===== src/rtl/pwm16_pkg.sv =====
package pwm16_pkg;
  localparam int unsigned WIDTH_W  = 16;
  localparam int unsigned NUM_FAST = 4;

  typedef enum logic [2:0] {
    SRC_DIV11 = 3'd0,
    SRC_DIV7  = 3'd1,
    SRC_DIV5  = 3'd2,
    SRC_DIV3  = 3'd3,
    SRC_SLOW  = 3'd4
  } src_sel_e;
endpackage


===== src/rtl/pwm_prescaler.sv =====
module pwm_prescaler
  import pwm16_pkg::*;
#(
  parameter int unsigned DIV_EXP [NUM_FAST] = '{11, 7, 5, 3},
  parameter int unsigned PRE_W = 11
) (
  input  logic       clk_i,
  input  logic       rst_ni,
  input  logic [2:0] sel_i,
  input  logic       slow_tick_i,
  output logic       tick_o
);
  logic [PRE_W-1:0]    pre_q;
  logic [NUM_FAST-1:0] fast_tick;
  src_sel_e            sel;

  always_ff @(posedge clk_i or negedge rst_ni) begin
    if (!rst_ni) pre_q <= '0;
    else         pre_q <= pre_q + PRE_W'(1);
  end

  for (genvar g = 0; g < NUM_FAST; g++) begin : g_fast
    assign fast_tick[g] = &pre_q[DIV_EXP[g]-1:0];
  end

  assign sel = src_sel_e'(sel_i);

  always_comb begin
    unique case (sel)
      SRC_DIV11, SRC_DIV7,
      SRC_DIV5,  SRC_DIV3: tick_o = fast_tick[sel_i[1:0]];
      SRC_SLOW:            tick_o = slow_tick_i;
      default:             tick_o = 1'b0;
    endcase
  end
endmodule


===== src/rtl/pwm_width_buf.sv =====
module pwm_width_buf
  import pwm16_pkg::*;
(
  input  logic               clk_i,
  input  logic               rst_ni,
  input  logic               run_i,
  input  logic               wrap_i,
  input  logic               wr_lo_i,
  input  logic               wr_hi_i,
  input  logic [7:0]         data_i,
  output logic [WIDTH_W-1:0] active_o
);
  logic [7:0]         lo_q;
  logic               lo_vld_q;
  logic [WIDTH_W-1:0] hold_q, act_q;
  logic               pend_q;
  logic               commit;
  logic [WIDTH_W-1:0] pair;

  assign commit = wr_hi_i && lo_vld_q;
  assign pair   = {data_i, lo_q};

  always_ff @(posedge clk_i or negedge rst_ni) begin
    if (!rst_ni) begin
      lo_q     <= '0;
      lo_vld_q <= 1'b0;
    end else if (wr_lo_i) begin
      lo_q     <= data_i;
      lo_vld_q <= 1'b1;
    end else if (commit) begin
      lo_vld_q <= 1'b0;
    end
  end

  always_ff @(posedge clk_i or negedge rst_ni) begin
    if (!rst_ni) begin
      hold_q <= '0;
      act_q  <= '0;
      pend_q <= 1'b0;
    end else if (!run_i) begin
      // stopped: commit lands straight in the compare register
      if (commit) begin
        hold_q <= pair;
        act_q  <= pair;
      end else if (pend_q) begin
        act_q  <= hold_q;
      end
      pend_q <= 1'b0;
    end else begin
      // running: wrap moves the old pending value; a same-cycle commit waits
      if (wrap_i && pend_q) act_q <= hold_q;
      if (commit) begin
        hold_q <= pair;
        pend_q <= 1'b1;
      end else if (wrap_i) begin
        pend_q <= 1'b0;
      end
    end
  end

  assign active_o = act_q;
endmodule


===== src/rtl/pwm_core.sv =====
module pwm_core
  import pwm16_pkg::*;
#(
  parameter int unsigned CNT_W = 16
) (
  input  logic               clk_i,
  input  logic               rst_ni,
  input  logic               run_i,
  input  logic               tick_i,
  input  logic [WIDTH_W-1:0] width_i,
  input  logic               tff_wr_i,
  input  logic               tff_i,
  output logic               wrap_o,
  output logic               irq_o,
  output logic               pin_o
);
  logic [CNT_W-1:0]   cnt_q;
  logic [WIDTH_W-1:0] cnt_ext;
  logic               pol_q, pin_q, irq_q;

  assign cnt_ext = WIDTH_W'(cnt_q);
  assign wrap_o  = run_i && tick_i && (cnt_q == '1);

  always_ff @(posedge clk_i or negedge rst_ni) begin
    if (!rst_ni) begin
      cnt_q <= '0;
      pol_q <= 1'b0;
      pin_q <= 1'b0;
      irq_q <= 1'b0;
    end else if (run_i) begin
      pin_q <= (cnt_ext < width_i) ^ pol_q;
      if (tick_i) cnt_q <= cnt_q + CNT_W'(1);
      irq_q <= wrap_o;
    end else begin
      irq_q <= 1'b0;
      if (tff_wr_i) begin
        pol_q <= tff_i;
        pin_q <= ~tff_i;
      end
    end
  end

  assign irq_o = irq_q;
  assign pin_o = pin_q;
endmodule


===== src/rtl/pwm16_timer.sv =====
module pwm16_timer
  import pwm16_pkg::*;
#(
  parameter int unsigned CNT_W = 16
) (
  input  logic               clk_i,
  input  logic               rst_ni,
  input  logic               run_i,
  input  logic [2:0]         src_sel_i,
  input  logic               slow_tick_i,
  input  logic               wr_lo_i,
  input  logic               wr_hi_i,
  input  logic [7:0]         wdata_i,
  input  logic               tff_wr_i,
  input  logic               tff_i,
  output logic [WIDTH_W-1:0] width_o,
  output logic               pwm_o,
  output logic               period_irq_o
);
  logic tick, wrap;

  pwm_prescaler u_pre (
    .clk_i      (clk_i),
    .rst_ni     (rst_ni),
    .sel_i      (src_sel_i),
    .slow_tick_i(slow_tick_i),
    .tick_o     (tick)
  );

  pwm_width_buf u_buf (
    .clk_i   (clk_i),
    .rst_ni  (rst_ni),
    .run_i   (run_i),
    .wrap_i  (wrap),
    .wr_lo_i (wr_lo_i),
    .wr_hi_i (wr_hi_i),
    .data_i  (wdata_i),
    .active_o(width_o)
  );

  pwm_core #(.CNT_W(CNT_W)) u_core (
    .clk_i   (clk_i),
    .rst_ni  (rst_ni),
    .run_i   (run_i),
    .tick_i  (tick),
    .width_i (width_o),
    .tff_wr_i(tff_wr_i),
    .tff_i   (tff_i),
    .wrap_o  (wrap),
    .irq_o   (period_irq_o),
    .pin_o   (pwm_o)
  );
endmodule


===== config.mk =====
export PLATFORM = sky130hd
export DESIGN_NAME = pwm16_timer
export DESIGN_NICKNAME = d
export VERILOG_FILES = /design/src/rtl/pwm16_pkg.sv /design/src/rtl/pwm_prescaler.sv /design/src/rtl/pwm_width_buf.sv /design/src/rtl/pwm_core.sv /design/src/rtl/pwm16_timer.sv
export SDC_FILE = /design/constraint.sdc
export NUM_CORES = 1
export LEC_CHECK = 0
export ABC_CLOCK_PERIOD_IN_PS = 1900
export BUFFER_PORTS_ARGS = -buffer_cell sky130_fd_sc_hd__buf_2
export CAP_MARGIN = 25
export CORE_MARGIN = 2
export CORE_UTILIZATION = 40
export DETAILED_ROUTE_END_ITERATION = 7
export PLACE_DENSITY = 0.63
export SKIP_CTS_REPAIR_TIMING = 1
export SYNTH_ARGS = -nofsm -noshare
export SYNTH_HDL_FRONTEND = slang
export SYNTH_SLANG_ARGS = --single-unit

===== constraint.sdc =====
create_clock -name clk_i -period 1.9 [get_ports clk_i]
set_input_delay 0.285 -clock clk_i [delete_from_list [all_inputs] [get_ports clk_i]]
set_output_delay 0.285 -clock clk_i [all_outputs]
set_load 0.01 [all_outputs]

==> parameters.txt, run 1 <==
Parameter                              Value

Run status
  Result of the run ... complete, but fails checks
  Violated checks ... negative setup slack

CTS
  CTS tree ... yes
  Number of H-tree levels ... 3
  Clock tree root driver cell ... clkbuf_8
  Clock insertion delay at the later pin of the skew report ... 0.35 ns
  Clock slew at reported path FFs ... 0.08 ns
  Clock tree buffer depth ... 2
  Clk sinks ... 72
  CTS buffer count ... 9

Detailed routing
  Final WL ... 7242 um
  First-pass iteration count of the detailed router ... 4
  DRC ... 0
  Via-to-Cell Ratio ... 5.061
  Routed WL per cell ... 14.63 um
  Post-detailed-route count of antenna-violating nets ... 0
  Vias after detailed routing ... 2505
  DRC violation total after the first TritonRoute iteration ... 78

Pwr
  Largest vdd supply drop ... 387.9 uV
  Pwr dens ... 922.1 nW/um2
  Static Leakage ... 0.002245 uW
  Post-layout power ... 4203 uW

STA
  Final hold violation count ... 0
  Final-report setup violation count ... 26
  Clock Skew ... 0.006198 ns
  Peak clock frequency supported by timing ... 0.5007 GHz
  Setup repair after global routing missed its margin ... yes
  Worst Max-Slew Pin Slew ... 0.5216 ns
  Setup WS post-layout ... -0.09704 ns
  Final TNS setup ... -1.724 ns
  Final cycle utilization of the critical path ... 105.1%
  Normalized max-slew margin ... 65.23%
  Tmin final ... 1.997 ns
  Final Max Tran Viols ... 0
  Hold slack final ... 0.1912 ns

Floorplanning
  Floorplan core area ... 8678 um2
  Die Height ... 98.47 um
  Number of rows created at floorplan ... 34
  Number of ports placed on the die boundary ... 37
  Width of the die ... 98.47 um
  Initial core utilization ... 41.13%
  Area of the die ... 9695 um2

Yosys
  Netlist cell types ... 41
  Synth Net Count ... 340
  Leading area contributor after synthesis ... dfrtp_1
  Post-synth top area share ... 50.47%
  Adder-Cell Fraction of Synth Area ... 6.309%
  Sequential-to-total area share from yosys stat ... 50.47%
  Average size of a mapped cell ... 11.78 um2
  Dominant combinational cell family by area after synthesis ... multiplexers
  Cells taking the most area after synthesis ... dfrtp_1 50%, mux2_2 8.2%, ha_1 6.3%
  Total number of yosys warnings ... 0
  Syn Inst Count ... 303
  Number of synthesized register bits ... 72
  Post-synthesis xor/xnor area fraction ... 5.643%
  Synth Area in Compound Gates ... 8.447%
  Multiplexer share of the synthesized area ... 12.97%
  Post-Syn Area ... 3570 um2
  Simple-Gate Fraction of Synth Area ... 12.23%

Global routing
  Total GRT Usage ... 15.71%
  Via count of the first global-routing pass ... 2503
  Maximum number of pins on one net before global-route repair ... 41
  First-pass GRT wire length ... 11990 um
  Global-route congestion overflow total ... 0
  Number of antenna violations at the first check in global routing ... 1

Run
  Max-Cap Viols ... 0

Worst setup path
  Path type of the worst setup path ... reg -> reg
  Required time of the critical path ... 2.14 ns
  Setup crit end kind ... flip-flop
  Startpoint type of the worst setup path ... flip-flop
  Largest fanout of any net on the critical path ... 24
  Arr. time, crit path ... 2.24 ns

Final layout
  Final std cell area, no fill ... 4558 um2
  Number of nets in the final layout ... 418
  Commonest cells after routing, fill and taps aside ... 71 x dfrtp_1, 36 x buf_2, 33 x buf_4, 26 x mux2_2, 21 x inv_1
  Area growth syn-to-layout ... 27.69%
  Commonest non-fill, non-tap cell in the layout ... dfrtp_1
  Total of fill cells in the finished design ... 756
  Share of layout cells above drive strength 1 ... 42.23%

Place
  Final weighted congestion in routability-driven placement ... 0.8327
  Number of buffers inserted by port buffering ... 36
  Worst slack after detailed placement ... -0.5332 ns
  HPWL Detailed ... 5309 um
  Placed Instance Area ... 4129 um2

Worst hold path
  Worst min path class ... in -> reg
report_power, final:
| group | switching (uW) | internal [uW] |
|---|---|---|
| sequential | 155 | 1730 |
| clock | 584 | 740 |
| combinational | 495 | 495 |
| total | 1230 | 2970 |
layout make-up:
type                       count  area (um2)  share of cell area (%)
antenna                        1       2.502                 0.05490
sequential                    72        1803                   39.56
timing repair buffer          77       543.0                   11.91
clock inverter                 7       96.34                   2.114
inverter                      21       78.83                   1.729
multi-input combinational    200        1775                   38.95
clock buffer                   9       123.9                   2.718
tap                          108       135.1                   2.965
worst paths after layout:
check | from | endpoint | slack (ns) | depth (start not counted)
worst max register to register | u_pre.pre_q[1]$_DFF_PN0_ | u_buf.active_o[2]$_DFFE_PN0P_ | -0.1 | 10
worst min register to register | u_buf.lo_vld_q$_DFFE_PN0P_ | u_buf.lo_vld_q$_DFFE_PN0P_ | 0.48 | 1
min in group asynchronous | rst_ni | u_pre.pre_q[6]$_DFF_PN0_ | 0.41 | 2
worst max-delay path | u_pre.pre_q[1]$_DFF_PN0_ | u_buf.active_o[2]$_DFFE_PN0P_ | -0.1 | 10
max in group asynchronous | rst_ni | u_buf.active_o[13]$_DFFE_PN0P_ | 0.91 | 3
worst min-delay path | tff_i | u_core.pol_q$_DFFE_PN0P_ | 0.19 | 2
cells by family after synthesis:
kind of cell             count (synthesis)
flip-flops                              72
buffers and inverters                   31
adder cells (fa/ha/maj)                 18
XOR/XNOR                                23
AND/OR/NAND/NOR                         77
AO/OA/AOI/OAI                           39
multiplexers                            43
synth_stat cells:
library cell and instances:
dfrtp_1 72, mux2_2 26, inv_1 21, xnor2_1 19, ha_1 18, mux2i_1 17, nor2_1 16, a21oi_2 15
nand2_1 11, nand3_1 10, a21oi_1 9, nand4_1 8, and3_1 7, nand2b_1 6, nor2_2 5, buf_2 4
o21ai_0 4, xor2_1 4, a21o_1 3, clkbuf_1 3, a2111oi_0 2, buf_6 2, nand4b_1 2, nor2b_1 2
a21boi_0 1, a31o_2 1, a41oi_1 1, and2_4 1, and4_1 1, and4_4 1, and4b_1 1, buf_4 1
nand3b_1 1, nand4_4 1, nor3_1 1, nor3b_1 1, nor4_1 1, o22ai_1 1, o311ai_4 1, o31ai_1 1
or2_2 1
per-stage QoR:
step                std cells  util (%)
CTS                       489     50.12
global placement          473     47.58
detailed placement        473     47.58
floorplan                 303         -
global route              495     52.52
finish                    495     52.52
worst max-delay path: stages, from the launching register on:
cell and delay [ns]:
dfrtp_1 0.39, ha_2 0.21, ha_2 0.16, and4b_1 0.16, a31o_2 0.23, a21oi_4 0.13, buf_6 0.12, o311ai_4 0.10
buf_12 0.21, nor2_1 0.13, a21oi_2 0.04
sequential cells by signal, summed over array words and instances (netlist names):
name,cells
u_buf.lo_vld_q,1
u_buf.lo_q,8
u_core.pin_o,1
u_pre.pre_q,11
u_core.irq_o,1
u_core.pol_q,1
u_buf.active_o,16
u_core.cnt_ext,16
u_buf.hold_q,16
u_buf.pend_q,1
layer usage:
metal  vias to the layer above  global-route usage (%)  wire [um]
li1                       1216                       -          -
met1                      1240                   21.83       3459
met5                         -                       0          0
met2                        37                   23.70       3403
met4                         0                   7.903        152
met3                        12                   2.908        227
(Power assumes the default switching activity.)
==> run 2: changes to the inputs <==
--- a/config.mk
+++ b/config.mk
@@ -5,14 +5,16 @@
 export SDC_FILE = /design/constraint.sdc
 export NUM_CORES = 1
 export LEC_CHECK = 0
-export ABC_CLOCK_PERIOD_IN_PS = 1900
+export ABC_CLOCK_PERIOD_IN_PS = 2000
 export BUFFER_PORTS_ARGS = -buffer_cell sky130_fd_sc_hd__buf_2
 export CAP_MARGIN = 25
 export CORE_MARGIN = 2
 export CORE_UTILIZATION = 40
 export DETAILED_ROUTE_END_ITERATION = 7
-export PLACE_DENSITY = 0.63
+export PLACE_DENSITY = 0.61
+export SETUP_SLACK_MARGIN = 0.02
 export SKIP_CTS_REPAIR_TIMING = 1
+export SLEW_MARGIN = 5
 export SYNTH_ARGS = -nofsm -noshare
 export SYNTH_HDL_FRONTEND = slang
 export SYNTH_SLANG_ARGS = --single-unit
==> constraint.sdc (replaced) <==
create_clock -name clk_i -period 2 [get_ports clk_i]
set_input_delay 0.3 -clock clk_i [delete_from_list [all_inputs] [get_ports clk_i]]
set_output_delay 0.3 -clock clk_i [all_outputs]
set_load 0.01 [all_outputs]
==> parameters.txt, run 2 (synthesis results as in run 1) <==
Parameter                              Value

Run status
  Result of the run ... finished, final reports clean

CTS
  Clock tree root driver cell ... clkbuf_8
  Clock slew at reported path FFs ... 0.08 ns (about the same)
  Clock tree buffer depth ... 2 (unchanged)
  Clk sinks ... 72 (unchanged)
  Number of H-tree levels ... 3 (unchanged)
  CTS tree ... yes
  Clock insertion delay at the later pin of the skew report ... 0.35 ns (about the same)
  CTS buffer count ... 9 (unchanged)

Pwr
  Largest vdd supply drop ... 477.8 uV (+23%)
  Pwr dens ... 880.5 nW/um2 (-4.5%)
  Static Leakage ... 0.002117 uW (-5.7%)
  Post-layout power ... 3787 uW (-9.9%)

STA
  Final-report setup violation count ... 0 (-100%)
  Final cycle utilization of the critical path ... 97.60% (-7.5 points)
  Hold slack final ... 0.2013 ns (+0.01005 ns)
  Tmin final ... 1.952 ns (-0.04504 ns)
  Peak clock frequency supported by timing ... 0.5123 GHz (+2.3%)
  Worst Max-Slew Pin Slew ... 0.5730 ns (+0.05141 ns)
  Final hold violation count ... 0 (unchanged)
  Clock Skew ... 0.007071 ns (+0.0008730 ns)
  Normalized max-slew margin ... 61.80% (-3.4 points)
  Final Max Tran Viols ... 0 (unchanged)
  Setup repair after global routing missed its margin ... yes

Global routing
  First-pass GRT wire length ... 11860 um (-1.0%)
  Global-route congestion overflow total ... 0 (unchanged)
  Maximum number of pins on one net before global-route repair ... 33 (-20%)
  Total GRT Usage ... 15.49% (-0.22 points)
  Number of antenna violations at the first check in global routing ... 0 (-1)
  Via count of the first global-routing pass ... 2442 (-2.4%)

Floorplanning
  Width of the die ... 98.47 um (unchanged)
  Number of rows created at floorplan ... 34 (unchanged)
  Initial core utilization ... 41.13% (unchanged)
  Number of ports placed on the die boundary ... 37 (unchanged)
  Floorplan core area ... 8678 um2 (unchanged)
  Area of the die ... 9695 um2 (unchanged)
  Die Height ... 98.47 um (unchanged)

Worst setup path
  FF-to-FF End ... u_buf.active_o[2]$_DFFE_PN0P_
  Setup slack of the worst register-to-register path ... 0.05 ns (+0.15 ns)
  Largest fanout of any net on the critical path ... 32 (+33%)
  Required time of the critical path ... 2.24 ns (+0.10 ns)
  Startpoint type of the worst setup path ... flip-flop
  Setup crit end kind ... flip-flop
  Worst R2R Start ... u_pre.pre_q[1]$_DFF_PN0_
  Path type of the worst setup path ... reg -> reg
  Arr. time, crit path ... 2.19 ns (-0.05 ns)
  R2R cell count ... 9 (-1)

Worst hold path
  Worst min path class ... in -> reg
  Sink of the worst hold path ... u_buf.hold_q[9]$_DFFE_PN0P_
  Hold Crit Depth ... 2 (unchanged)
  Start point of the worst hold path ... wdata_i[1]

Place
  HPWL Detailed ... 5127 um (-3.4%)
  Placed Instance Area ... 4019 um2 (-2.7%)
  Placed cells ... 457 (-3.4%)
  Number of buffers inserted by port buffering ... 36 (unchanged)
  Final weighted congestion in routability-driven placement ... 0.8531 (+2.4%)

Final layout
  Final cell count without fillers ... 477 (-3.6%)
  Antenna diode instance count ... 0 (-1)
  Final std cell area, no fill ... 4300 um2 (-5.7%)
  Commonest cells after routing, fill and taps aside ... 72 x dfrtp_1, 37 x buf_2, 26 x mux2_2, 21 x inv_1, 19 x xnor2_1
  Share of layout cells above drive strength 1 ... 37.94% (-4.3 points)
  Post-Route Utilization ... 49.55% (-3.0 points)
  Number of nets in the final layout ... 401 (-4.1%)
  Commonest non-fill, non-tap cell in the layout ... dfrtp_1
  Total of fill cells in the finished design ... 814 (+7.7%)
  Area growth syn-to-layout ... 20.47%

Run
  Max-Cap Viols ... 0 (unchanged)

Detailed routing
  Vias after detailed routing ... 2414 (-3.6%)
  Via-to-Cell Ratio ... 5.061 (about the same)
  DRC ... 0 (unchanged)
  First-pass iteration count of the detailed router ... 5 (+1)
  DRC violation total after the first TritonRoute iteration ... 141 (+81%)
  Routed WL per cell ... 14.82 um (+1.3%)
  Post-detailed-route count of antenna-violating nets ... 0 (unchanged)
  Final WL ... 7070 um (-2.4%)
run 2: cell count changes in the layout (fill, tap and decap cells not counted), moves of 3 or more:
cell	delta
nor2_4	-3
clkinv_4	-3
inv_6	+3
clkinvlp_4	+3
nor2_1	-6
buf_4	-15
buf_6	-3
nor2_2	+9
run 2: worst max path at each step:
stage / start / cells after the start / endpoint / slack, ns
after detailed placement: u_pre.pre_q[1]$_DFF_PN0_ / 8 / u_core.cnt_ext[1]$_DFFE_PN0P_ / 0.03
after global routing: u_core.cnt_ext[5]$_DFFE_PN0P_ / 7 / u_core.pin_o$_DFFE_PN0P_ / -0.08
after global placement: u_pre.pre_q[0]$_DFF_PN0_ / 8 / u_core.cnt_ext[1]$_DFFE_PN0P_ / 0.05
after CTS: u_pre.pre_q[1]$_DFF_PN0_ / 8 / u_core.cnt_ext[1]$_DFFE_PN0P_ / 0.01
after floorplan: u_pre.pre_q[0]$_DFF_PN0_ / 10 / u_core.cnt_ext[9]$_DFFE_PN0P_ / 0.03
final: u_pre.pre_q[1]$_DFF_PN0_ / 9 / u_buf.active_o[2]$_DFFE_PN0P_ / 0.05
run 2: worst max-delay path, stage by stage, from the launching register on:
cell	delay, ns
dfrtp_1	0.40
ha_2	0.18
ha_2	0.16
and4b_1	0.16
a31o_2	0.23
a21oi_4	0.19
o311ai_4	0.11
buf_12	0.22
nor2_1	0.13
a21oi_2	0.04
run 2: power breakdown:
group / switching, uW / internal, uW
logic: 414 / 392
clock network: 601 / 589
registers: 146 / 1650
total: 1160 / 2630
run 2: area by class of cell:
cell class	instances	area, um2	area share [%]
flip-flops and latches	72	1802	41.90
multi-input cells	200	1680	39.07
repair buffers	60	401.6	9.340
well taps	108	135.1	3.142
clock buffers	9	123.9	2.880
clock inverters	7	78.83	1.833
inverters	21	78.83	1.833
run 2: layer usage:
metal	GRT usage [%]	routed length, um	vias to the layer above	share of wire, %
li1	-	-	1186	-
met1	21.25	3417	1186	48
met2	24.33	3360	34	48
met3	2.979	186	8	2.6
met4	6.322	105	0	1.5
met5	0	0	-	0
run 2: metrics by stage:
step | setup slack [ns] | TNS [ns]
after floorplan | 0.03458 | 0
after global placement | 0.05299 | 0
after detailed placement | 0.03075 | 0
after CTS | 0.01273 | 0
after global routing | -0.07771 | -0.4985
final | 0.04800 | 0
==> run 3: changes to the inputs <==
--- a/config.mk
+++ b/config.mk
@@ -11,7 +11,7 @@
 export CORE_MARGIN = 2
 export CORE_UTILIZATION = 40
 export DETAILED_ROUTE_END_ITERATION = 7
-export PLACE_DENSITY = 0.61
+export PLACE_DENSITY = 0.54
 export SETUP_SLACK_MARGIN = 0.02
 export SKIP_CTS_REPAIR_TIMING = 1
 export SLEW_MARGIN = 5
==> constraint.sdc (replaced) <==
create_clock -name clk_i -period 2 [get_ports clk_i]
set_input_delay 0.3 -clock clk_i [delete_from_list [all_inputs] [get_ports clk_i]]
set_output_delay 0.3 -clock clk_i [all_outputs]
set_load 0.05 [all_outputs]
==> parameters.txt, run 3 (synthesis results as in run 1) <==
Parameter                              Value

Worst setup path
  Top Family by Delay on Critical Path ... compound AO/OA/AOI/OAI gates
  Required time of the critical path ... 2.23 ns (about the same)
  Sum of buffers and inverters on the critical path ... 3 (+2)
  Crit-path slowest cell ... dfrtp_1
  Startpoint type of the worst setup path ... flip-flop
  Largest incremental delay on the critical path ... 0.42 ns (+0.02 ns)
  Cell-by-cell trace of the critical path ... ha_4, ha_4, and4b_1, a31o_2, a21oi_4, buf_6, o311ai_4, buf_6, clkbuf_16, nor2_4, a21oi_2
  Setup slack of the worst register-to-register path ... -0.07 ns (-0.12 ns)
  Path type of the worst setup path ... reg -> reg
  Setup crit end kind ... flip-flop
  Largest fanout of any net on the critical path ... 8 (-75%)
  Arr. time, crit path ... 2.31 ns (+0.12 ns)

CTS
  Number of H-tree levels ... 3 (unchanged)
  CTS buffer count ... 9 (unchanged)
  Clock slew at reported path FFs ... 0.08 ns (about the same)
  Clock tree buffer depth ... 2 (unchanged)
  Clock insertion delay at the later pin of the skew report ... 0.35 ns (about the same)
  Clock tree root driver cell ... clkbuf_8
  CTS tree ... yes
  Clk sinks ... 72 (unchanged)

STA
  Final cycle utilization of the critical path ... 103.7% (+6.1 points)
  Final-report setup violation count ... 16 (+16)
  Worst Max-Slew Pin Slew ... 0.5845 ns (+0.01147 ns)
  Peak clock frequency supported by timing ... 0.4820 GHz (-5.9%)
  Setup repair after global routing missed its margin ... yes
  Setup WS post-layout ... -0.07458 ns (-0.1226 ns)
  Hold slack final ... -0.01721 ns (-0.2185 ns)
  Final TNS setup ... -0.5903 ns (-0.5903 ns)
  Final hold violation count ... 16 (+16)
  Final Max Tran Viols ... 0 (unchanged)
  Normalized max-slew margin ... 61.03% (-0.76 points)
  Tmin final ... 2.075 ns (+0.1226 ns)
  Clock Skew ... 0.008923 ns (+0.001852 ns)

Pwr
  Largest vdd supply drop ... 440.3 uV (-7.8%)
  Pwr dens ... 960.8 nW/um2 (+9.1%)
  Post-layout power ... 4358 uW (+15%)
  Static Leakage ... 0.002221 uW (+4.9%)

Final layout
  Number of nets in the final layout ... 411 (+2.5%)
  Share of layout cells above drive strength 1 ... 42.06% (+4.1 points)
  Final cell count without fillers ... 486 (+1.9%)
  Commonest cells after routing, fill and taps aside ... 71 x dfrtp_1, 36 x buf_2, 28 x buf_4, 26 x mux2_2, 21 x inv_1
  Area growth syn-to-layout ... 27.06%
  Commonest non-fill, non-tap cell in the layout ... dfrtp_1
  Post-Route Utilization ... 52.26% (+2.7 points)
  Final std cell area, no fill ... 4536 um2 (+5.5%)
  Total of fill cells in the finished design ... 796 (-2.2%)
  Antenna diode instance count ... 0 (unchanged)

Floorplanning
  Width of the die ... 98.47 um (unchanged)
  Initial core utilization ... 41.13% (unchanged)
  Number of ports placed on the die boundary ... 37 (unchanged)
  Number of rows created at floorplan ... 34 (unchanged)
  Area of the die ... 9695 um2 (unchanged)
  Die Height ... 98.47 um (unchanged)
  Floorplan core area ... 8678 um2 (unchanged)

Detailed routing
  Metal3 WL ... 189 um (+1.6%)
  Final WL ... 7294 um (+3.2%)
  Top sig layer ... met4
  DRC violation total after the first TritonRoute iteration ... 56 (-60%)
  First-pass iteration count of the detailed router ... 4 (-1)
  Post-route met1 wirelength ... 3720 um (+8.9%)
  Amount of wire on met2 after detailed routing ... 3263 um (-2.9%)
  Routed WL per cell ... 15.01 um (+1.3%)
  Vias after detailed routing ... 2373 (-1.7%)
  Post-detailed-route count of antenna-violating nets ... 0 (unchanged)
  DRC ... 0 (unchanged)
  Via-to-Cell Ratio ... 4.883 (-3.5%)

Worst hold path
  Worst min path class ... in -> async

Global routing
  Maximum number of pins on one net before global-route repair ... 73 (+120%)
  Total GRT Usage ... 15.83% (+0.34 points)
  Global-route congestion overflow total ... 0 (unchanged)
  Via count of the first global-routing pass ... 2346 (-3.9%)
  First-pass GRT wire length ... 11990 um (+1.0%)
  Number of antenna violations at the first check in global routing ... 0 (unchanged)

Place
  Final weighted congestion in routability-driven placement ... 0.7582 (-11%)
  Placed Instance Area ... 4068 um2 (+1.2%)
  HPWL Detailed ... 5053 um (-1.4%)
  Placed cells ... 465 (+1.8%)
  Number of buffers inserted by port buffering ... 36 (unchanged)

Run status
  Result of the run ... complete, but fails checks
  Violated checks ... negative hold slack, negative setup slack

Run
  Max-Cap Viols ... 0 (unchanged)
==> run 3: changes by cell type in the layout (fill, tap and decap cells not counted), moves of 2 or more <==
cell        before  now
nor2_4           1   11
bufinv_16        1    3
clkinv_2         0    2
clkinvlp_4       3    0
nor2_1           7    4
nor2_2          13    6
buf_4           18   28
inv_6            3    0
a21oi_1          8    6
clkbuf_16        0    2
a21oi_2         15   17
ha_4             0    2
ha_2             2    0
==> run 3: worst register-to-register path, delay by kind of cell, from the launching register on <==
family	cells	cell delay (ns)
fa+ha+maj	2	0.33
compound gates	4	0.48
buf+inv	3	0.46
flops	1	0.42
simple gates	2	0.27
==> run 3: per-layer routing <==
layer	GRT usage [%]	vias to the layer above
met3	2.837	11
met5	0	-
met1	23.43	1136
li1	-	1199
met4	6.955	0
met2	22.82	27
==> run 3: metrics by stage <==
stage	hold WS (ns)	setup slack [ns]
2_1_floorplan	0.004409	0.02057
3_3_place_gp	0.3661	-0.1009
3_5_place_dp	0.3610	-0.09909
4_1_cts	-0.009012	-0.1120
5_1_grt	0.01608	-0.1396
6_report	-0.01721	-0.07458
==> run 3: final timing paths <==
kind / start / endpoint / cells past startpoint
setup / recovery: u_pre.pre_q[1]$_DFF_PN0_ / u_buf.active_o[2]$_DFFE_PN0P_ / 11
hold / removal: rst_ni / u_core.pol_q$_DFFE_PN0P_ / 2
setup reg to reg: u_pre.pre_q[1]$_DFF_PN0_ / u_buf.active_o[2]$_DFFE_PN0P_ / 11
hold reg to reg: u_pre.pre_q[10]$_DFF_PN0_ / u_pre.pre_q[10]$_DFF_PN0_ / 1
max in group asynchronous: rst_ni / u_buf.active_o[3]$_DFFE_PN0P_ / 2
min in group clk_i: tff_i / u_core.pol_q$_DFFE_PN0P_ / 2
==> run 3: area by class of cell <==
| type | count | area (um2) | area share, % |
|---|---|---|---|
| well taps | 108 | 135.1 | 2.979 |
| multi-input cells | 200 | 1783 | 39.31 |
| inverters | 21 | 78.83 | 1.738 |
| clock inverters | 6 | 108.9 | 2.400 |
| repair buffers | 70 | 503.0 | 11.09 |
| flip-flops and latches | 72 | 1803 | 39.75 |
| clock buffers | 9 | 123.9 | 2.731 |
==> run 3: power by group <==
group	total [uW]	internal, uW	switching [uW]
Clock	1360	819	542
Combinational	1200	472	733
Sequential	1790	1650	145
Total	4360	2940	1420
